## config.mk

```make
export PLATFORM = sky130hd
export DESIGN_NAME = estop_guard
export DESIGN_NICKNAME = d
export VERILOG_FILES = /design/src/rtl/estop_pkg.sv /design/src/rtl/estop_sync2.sv /design/src/rtl/estop_filter.sv /design/src/rtl/estop_guard.sv
export SDC_FILE = /design/constraint.sdc
export NUM_CORES = 1
export LEC_CHECK = 0
export CORE_MARGIN = 5
export CORE_UTILIZATION = 30
export CTS_BUF_LIST = sky130_fd_sc_hd__clkbuf_8 sky130_fd_sc_hd__clkbuf_16
export DETAILED_ROUTE_END_ITERATION = 10
export DONT_BUFFER_PORTS = 1
export PLACE_DENSITY_LB_ADDON = 0.08
export SYNTH_ARGS = -nofsm -noshare
export SYNTH_HDL_FRONTEND = slang
export SYNTH_SLANG_ARGS = --single-unit
```

## constraint.sdc

```tcl
create_clock -name clk -period 2.3 [get_ports clk]
set_clock_uncertainty 0.2 [all_clocks]
set_input_delay 0.23 -clock clk [delete_from_list [all_inputs] [get_ports clk]]
set_output_delay 0.23 -clock clk [all_outputs]
set_load 0.005 [all_outputs]
```

## src/rtl/estop_pkg.sv

```systemverilog
package estop_pkg;
  localparam int SEL_W   = 2;
  localparam int BASE_LG = 2;
  localparam int CNT_W   = BASE_LG + (1 << SEL_W) - 1;

  function automatic logic [CNT_W-1:0] width_last(input logic [SEL_W-1:0] sel);
    logic [CNT_W:0] w;
    w = (CNT_W+1)'(1) << (BASE_LG + int'(sel));
    return CNT_W'(w - 1);
  endfunction
endpackage

```

## src/rtl/estop_sync2.sv

```systemverilog
module estop_sync2 #(
  parameter int          N       = 4,
  parameter logic [N-1:0] RST_VAL = '0
) (
  input  logic         clk,
  input  logic         rst_n,
  input  logic [N-1:0] d,
  output logic [N-1:0] q
);
  logic [N-1:0] meta;

  always_ff @(posedge clk or negedge rst_n) begin
    if (!rst_n) begin
      meta <= RST_VAL;
      q    <= RST_VAL;
    end else begin
      meta <= d;
      q    <= meta;
    end
  end
endmodule

```

## src/rtl/estop_filter.sv

```systemverilog
module estop_filter
  import estop_pkg::*;
#(
  parameter logic RST_VAL = 1'b0
) (
  input  logic             clk,
  input  logic             rst_n,
  input  logic             d,
  input  logic             en,
  input  logic [SEL_W-1:0] sel,
  output logic             q
);
  logic [CNT_W-1:0] cnt;
  logic [CNT_W-1:0] lim;

  assign lim = width_last(sel);

  always_ff @(posedge clk or negedge rst_n) begin
    if (!rst_n) begin
      q   <= RST_VAL;
      cnt <= '0;
    end else if (!en) begin
      q   <= d;
      cnt <= '0;
    end else if (d == q) begin
      cnt <= '0;
    end else if (cnt >= lim) begin
      q   <= d;
      cnt <= '0;
    end else begin
      cnt <= cnt + 1'b1;
    end
  end

  // with filtering on, a level change needs a full run of differing samples
  a_r2_full_run: assert property (@(posedge clk) disable iff (!rst_n)
    (q != $past(q)) |-> (!$past(en) || ($past(cnt) >= $past(lim))));

  // bypass copies the synchronised input on the next edge
  a_r4_bypass: assert property (@(posedge clk) disable iff (!rst_n)
    !en |=> (q == $past(d)));
endmodule

```

## src/rtl/estop_guard.sv

```systemverilog
module estop_guard
  import estop_pkg::*;
#(
  parameter int NUM_OUT   = 6,
  parameter int NUM_SENSE = 3
) (
  input  logic                 clk,
  input  logic                 rst_n,
  input  logic                 stop_n_raw,
  input  logic [NUM_SENSE-1:0] sensor_raw,
  input  logic                 flt_en,
  input  logic [SEL_W-1:0]     flt_sel,
  input  logic [NUM_OUT-1:0]   safe_lvl,
  input  logic                 flag_clr,
  input  logic [NUM_OUT-1:0]   drv_in,
  output logic [NUM_OUT-1:0]   drv_out,
  output logic [NUM_SENSE-1:0] sensor_flt,
  output logic                 stop_flag
);
  localparam int NPIN = NUM_SENSE + 1;
  localparam logic [NPIN-1:0] SYNC_RST = {{NUM_SENSE{1'b0}}, 1'b1};

  logic [NPIN-1:0] pin_sync;
  logic            stop_n_flt;
  logic            stop_act;
  logic            force_safe;

  estop_sync2 #(.N(NPIN), .RST_VAL(SYNC_RST)) u_sync (
    .clk   (clk),
    .rst_n (rst_n),
    .d     ({sensor_raw, stop_n_raw}),
    .q     (pin_sync)
  );

  estop_filter #(.RST_VAL(1'b1)) u_stop_flt (
    .clk   (clk),
    .rst_n (rst_n),
    .d     (pin_sync[0]),
    .en    (flt_en),
    .sel   (flt_sel),
    .q     (stop_n_flt)
  );

  for (genvar g = 0; g < NUM_SENSE; g++) begin : g_sense
    estop_filter #(.RST_VAL(1'b0)) u_flt (
      .clk   (clk),
      .rst_n (rst_n),
      .d     (pin_sync[g+1]),
      .en    (flt_en),
      .sel   (flt_sel),
      .q     (sensor_flt[g])
    );
  end

  assign stop_act = !stop_n_flt;

  always_ff @(posedge clk or negedge rst_n) begin
    if (!rst_n)        stop_flag <= 1'b0;
    else if (stop_act) stop_flag <= 1'b1;
    else if (flag_clr) stop_flag <= 1'b0;
  end

  assign force_safe = stop_act | stop_flag;

  for (genvar i = 0; i < NUM_OUT; i++) begin : g_gate
    assign drv_out[i] = force_safe ? safe_lvl[i] : drv_in[i];
  end

  // filtered stop forces the safe levels at once
  a_r5_force: assert property (@(posedge clk) disable iff (!rst_n)
    stop_act |-> (drv_out == safe_lvl));

  // flag sets after filtered assertion
  a_r7_set: assert property (@(posedge clk) disable iff (!rst_n)
    stop_act |=> stop_flag);

  // flag holds without a clear
  a_r7_sticky: assert property (@(posedge clk) disable iff (!rst_n)
    (stop_flag && !flag_clr) |=> stop_flag);

  // flag drops only on a clear with the stop inactive
  a_r8_release: assert property (@(posedge clk) disable iff (!rst_n)
    $fell(stop_flag) |-> ($past(flag_clr) && $past(stop_n_flt)));
endmodule

```

==> results of run 1 <==
[layout make-up]
type	instances	area, um2	share of cell area [%]
multi-input combinational	103	833.3	42.26
sequential	33	829.5	42.07
tap	72	90.09	4.569
clock buffer	6	82.58	4.188
timing repair buffer	7	80.08	4.061
clock inverter	2	33.78	1.713
inverter	6	22.52	1.142
[power by group through the flow]
stage / clock [uW] / sequential, uW / combinational, uW
2_1_floorplan: 0 / 646 / 93.5
3_3_place_gp: 0 / 655 / 99.8
3_5_place_dp: 0 / 655 / 102
4_1_cts: 579 / 645 / 127
5_1_grt: 603 / 649 / 141
6_report: 558 / 644 / 124
[cell usage after synthesis, types with 4 or more instances]
| master | number |
|---|---|
| a21oi_1 | 6 |
| dfrtp_1 | 30 |
| ha_1 | 20 |
| inv_1 | 6 |
| mux2_2 | 8 |
| nand2_1 | 4 |
| nand3_1 | 11 |
| nor2_1 | 6 |
| nor2b_1 | 5 |
| nor3_1 | 12 |
| xnor2_1 | 5 |
| xor2_1 | 11 |
[cell families (layout without fill, tap and decap cells)]
group | count (synthesis) | after routing | synth area share [%]
and+or+nand+nor | 41 | 41 | 12.05
adders and majority gates | 20 | 20 | 14.61
muxes | 10 | 10 | 7.013
DFF | 33 | 33 | 48.43
AOI/OAI and AO/OA | 16 | 16 | 6.793
xor gates and xnor gates | 16 | 16 | 8.181
buffers and inverters | 10 | 21 | 2.921
[worst paths after layout]
path | slack [ns] | to | from
hold reg to reg | 0.15 | u_sync.q[3] | u_sync.meta[3]
setup / recovery | 0.23 | drv_out[4] | u_stop_flt.q
setup reg to reg | 0.54 | g_sense[1].u_flt.q | g_sense[1].u_flt.cnt[3]
hold / removal | 0.10 | g_sense[1].u_flt.cnt[1] | flt_en
min in group asynchronous | 0.21 | g_sense[2].u_flt.q | rst_n
max in group asynchronous | 1.42 | u_stop_flt.q | rst_n
[flip-flops by register name (all words and copies together) (netlist names)]
name and count:
g_sense.u_flt.cnt 15, u_sync.meta 4, u_stop_flt.q 1, stop_flag 1, u_stop_flt.cnt 5, g_sense.u_flt.q 3, u_sync.q 4
[worst max-delay path, stage by stage (launching register included)]
cell and delay [ns]:
dfstp_2 0.55, nor2b_1 0.41, mux2_2 0.41
[layer usage]
metal  vias up  GRT usage [%]  share of wire [%]
met5         -              0                  0
met4         0          4.748                1.9
met3         7          4.323                9.0
met2        40          13.77                 44
met1       498          11.96                 45
li1        535              -                  -
[what timing repair did]
item                                   4_1_cts  5_1_grt
hold buffers                                 7        0
gates resized for setup                      0        0
endpoints found under the hold margin       38        0
[stage by stage]
step,setup WS [ns],util (%)
floorplan,0.6484,-
global placement,0.5058,32.05
detailed placement,0.4912,32.05
CTS,0.1917,35.59
global route,0.1248,35.59
finish,0.2254,35.59
==> results_dict.tcl, run 1 <==
set metrics [dict create \
    worstSetupPathType "register to output port" \
    p_int_uw 1021 \
    critPathMaxFanout 6 \
    drt.antenna.violating_nets 0 \
    fin_cells 229 \
    drt_first_pass_iters 2 \
    grt_pass1_wl_mm 5.326 \
    via_count 1080 \
    post_cts_buffers 0 \
    drive_above_1_share_pct 14.65 \
    p_clk_share_pct 42.1 \
    portBuffers 0 \
    core-area_mm2 0.005540 \
    grt_max_degree 34 \
    start_util_pct 30.92 \
    whs_ns 0.1045 \
    fmax_mhz 482.0 \
    report.final.slew_viol_count 0 \
    ir_worst_vdd_v 0.0003011 \
    power_frac_comb_pct 9.3 \
    final-hold-violation-count 0 \
    worstMarginPinSlew_ns 0.4631 \
    fin_setup_tns_ns 0 \
    antenna_found_initial 0 \
    core.rowCount 27 \
    yosys-top-cells-area "dfrtp_1, ha_1, xor2_1, mux2_2, dfstp_2" \
    synthArstFlopShare_pct 100.0 \
    r2r_cells 4 \
    endpoint_kind "output port" \
    cts_tree "built" \
    leakage_uw 0.0009049 \
    fp.dieW_um 85.56 \
    synth_area_mm2 0.001713 \
    cts.reportedPaths.clkPinSlew_ns 0.06 \
    dieHeight_um 85.56 \
    p_sw_share_pct 23.05 \
    ctsLongestPathBuffers 2 \
    synth_edf_count 0 \
    clock_latency_ns 0.28 \
    area_growth_pct 15.12 \
    cts_buffers 5 \
    rsz0062_at_grt "no" \
    placed_cell_area_mm2 0.001775 \
    fin_crit_sh_pct 90.20 \
    total_power_uw 1326 \
    synth_top_area_share_pct 43.83 \
    worstPathArrival_ns 1.64 \
    p_seq_share_pct 48.6 \
    cap_violations 0 \
    drc_errors 0 \
    yosys_register_bits 33 \
    synth_cell_types 24 \
    syn_nets 188 \
    grt_util_all_layers_pct 9.530 \
    nets 198 \
    synth_ff_type "dfrtp_1" \
    boundaryPins 32 \
    grt_pass1_vias 1087 \
    cts.htree.levels 2 \
    diodes 0 \
    wl_per_cell_um 14.40 \
    gp_congestion 0.6752 \
    most-common-layout-cells "dfrtp_1, ha_1, nor3_1" \
    synthCells 146 \
    layout_commonest_cell "dfrtp_1" \
    design_area_mm2 0.001972 \
    syn_avg_cell_area_um2 11.73 \
    grt_overflow 0 \
    holdPathStages 3 \
    clockRootBuffer "clkbuf_8" \
    outcome "complete, no violations" \
    nFillCells 557 \
    die_area_mm2 0.007321 \
    setup_violations 0 \
    critPathRequiredTime_ns 1.87 \
    drt-initial-drc-count 11 \
    yosys.area.top_type "dfrtp_1" \
    placedCellCount 214 \
    fin_crit_ns 2.075 \
    cts_sinks 33 \
    hold_class "input port to register" \
    max_slew_margin_pct 69.06 \
    dp_hpwl_mm 2.480 \
    netSwitchingPower_uw 305.7 \
    power_density_mw_per_mm2 672.6 \
    wl_mm 3.297 \
    crit_path_start_kind "register" \
    yosysWarnings 0 \
    vias_per_cell 4.716 \
    yosysSeqAreaShare_pct 48.43 \
]
(Power assumes the default switching activity.)
==> run 2: changes to the inputs <==
--- a/config.mk
+++ b/config.mk
@@ -11,6 +11,7 @@
 export DETAILED_ROUTE_END_ITERATION = 10
 export DONT_BUFFER_PORTS = 1
 export PLACE_DENSITY_LB_ADDON = 0.08
+export RECOVER_POWER = 100
 export SYNTH_ARGS = -nofsm -noshare
 export SYNTH_HDL_FRONTEND = slang
 export SYNTH_SLANG_ARGS = --single-unit
==> run 2 against run 1 <==
Sequential power hardly changed. Worst setup slack worse by 0.037 ns. Cell count stayed put. Register-to-register slack worse by 0.17 ns. Clock power hardly changed. Via count is 0.93% higher. Die area stayed put. Largest power group unchanged. Sequential cell count stayed put.
==> results_dict.tcl, run 2 (synthesis results as in run 1) <==
set metrics [dict create \
    drt_first_pass_iters 2 \
    nFillCells 563 \
    via_count 1090 \
    ctsLongestPathBuffers 2 \
    layout_commonest_cell "dfrtp_1" \
    setup_violations 0 \
    boundaryPins 32 \
    crit_path_start_kind "register" \
    start_util_pct 30.92 \
    critPathMaxFanout 6 \
    leakage_uw 0.0008955 \
    worstPathArrival_ns 1.68 \
    report.final.slew_viol_count 0 \
    grt_pass1_wl_mm 5.326 \
    power_density_mw_per_mm2 677.5 \
    path_cells "nor2b_1 -> mux2_2" \
    cp_top_family "flip-flops" \
    outcome "complete, no violations" \
    final-hold-violation-count 0 \
    cts_resized 0 \
    endpoint_kind "output port" \
    die_area_mm2 0.007321 \
    cts_sinks 33 \
    fin_crit_ns 2.112 \
    cap_violations 0 \
    grt_overflow 0 \
    dp_hpwl_mm 2.480 \
    ir_worst_vdd_v 0.0003017 \
    placed_cell_area_mm2 0.001775 \
    cp_num_buf_inv 0 \
    most-common-layout-cells "dfrtp_1, ha_1, nor3_1" \
    cts.htree.levels 2 \
    dieHeight_um 85.56 \
    fmax_mhz 473.6 \
    worstMarginPinSlew_ns 0.8409 \
    gp_congestion 0.6752 \
    drt-initial-drc-count 18 \
    largest_register "g_sense.u_flt.cnt" \
    fin_crit_sh_pct 91.80 \
    nets 198 \
    fp.dieW_um 85.56 \
    slowest_stage "dfstp_1" \
    critPathRequiredTime_ns 1.87 \
    vias_per_cell 4.760 \
    wl_mm 3.321 \
    cts_buffers 5 \
    grt_util_all_layers_pct 9.530 \
    rsz0062_at_grt "no" \
    fin_setup_tns_ns 0 \
    antenna_found_initial 0 \
    core.rowCount 27 \
    core-area_mm2 0.005540 \
    cts_hold_buf 7 \
    max_slew_margin_pct 43.94 \
    hold_class "input port to register" \
    drc_errors 0 \
    clock_latency_ns 0.28 \
    cts_tree "built" \
    design_area_mm2 0.001947 \
    worstSetupPathType "register to output port" \
    grt_max_degree 34 \
    cts.reportedPaths.clkPinSlew_ns 0.07 \
    drt.antenna.violating_nets 0 \
    portBuffers 0 \
    cpPeakStageDelay_ns 0.56 \
    wl_per_cell_um 14.50 \
    area_growth_pct 13.66 \
    register_area_um2 829.5 \
    drive_above_1_share_pct 10.19 \
    post_cts_buffers 0 \
    largest_register_ffs 15 \
    top_regs "g_sense.u_flt.cnt: 15 flops, u_stop_flt.cnt: 5 flops" \
    multi_input_area_um2 823.3 \
    grt_pass1_vias 1087 \
    clockRootBuffer "clkbuf_8" \
    diodes 0 \
]
-- run 2: cell count changes in the layout (fill, tap and decap cells not counted) --
cell	previous run	this run
o221ai_1	2	3
mux2_1	0	5
clkbuf_2	0	1
mux2_2	8	4
buf_12	1	0
mux2_4	2	1
dfstp_1	0	1
dfstp_2	3	2
o221ai_2	1	0
-- run 2: path summary, 6_finish.rpt --
kind                                           end  cells after the start  slack, ns                     from
setup / recovery                        drv_out[2]                      2       0.19             u_stop_flt.q
hold / removal             g_sense[0].u_flt.cnt[0]                      3       0.12                   flt_en
setup reg to reg                g_sense[1].u_flt.q                      4       0.37  g_sense[1].u_flt.cnt[3]
hold reg to reg                        u_sync.q[3]                      0       0.15           u_sync.meta[3]
max in group asynchronous  g_sense[1].u_flt.cnt[1]                      2       0.94                    rst_n
min in group asynchronous       g_sense[2].u_flt.q                      2       0.44                    rst_n
-- run 2: layout make-up --
class,instances,share of cell area [%]
inverters,6,1.157
well taps,72,4.627
multi-input cells,103,42.29
repair buffers,7,3.342
clock inverters,2,1.735
clock buffers,6,4.242
flip-flops and latches,33,42.61
-- run 2: worst reg2reg max path, stage by stage, from the launching register on --
cell,delay (ns)
dfrtp_1,0.41
ha_1,0.31
nand3_1,0.08
o221ai_1,0.47
mux2_4,0.35
-- run 2: stage by stage --
step	utilization [%]	total power, uW	hold WS (ns)	instances	setup WS (ns)
finish	35.14	1319	0.1250	229	0.1885
detailed placement	32.05	757.1	-0.2645	214	0.4912
CTS	35.59	1351	0.1008	229	0.1917
global route	35.14	1384	0.1335	229	0.09336
floorplan	-	739.5	-0.2656	146	0.6484
global placement	32.05	754.5	-0.2647	214	0.5058
-- run 2: power by group --
group          internal [uW]  switching, uW  total, uW
Clock                    349            211        559
Combinational           52.6           63.6        116
Sequential               612           31.6        643
-- run 2: layer usage --
metal	track usage (%)	wire length (um)	up-vias
met3	4.323	318	7
met4	4.748	64	0
met1	11.96	1467	507
li1	-	-	534
met2	13.77	1470	42
met5	0	0	-
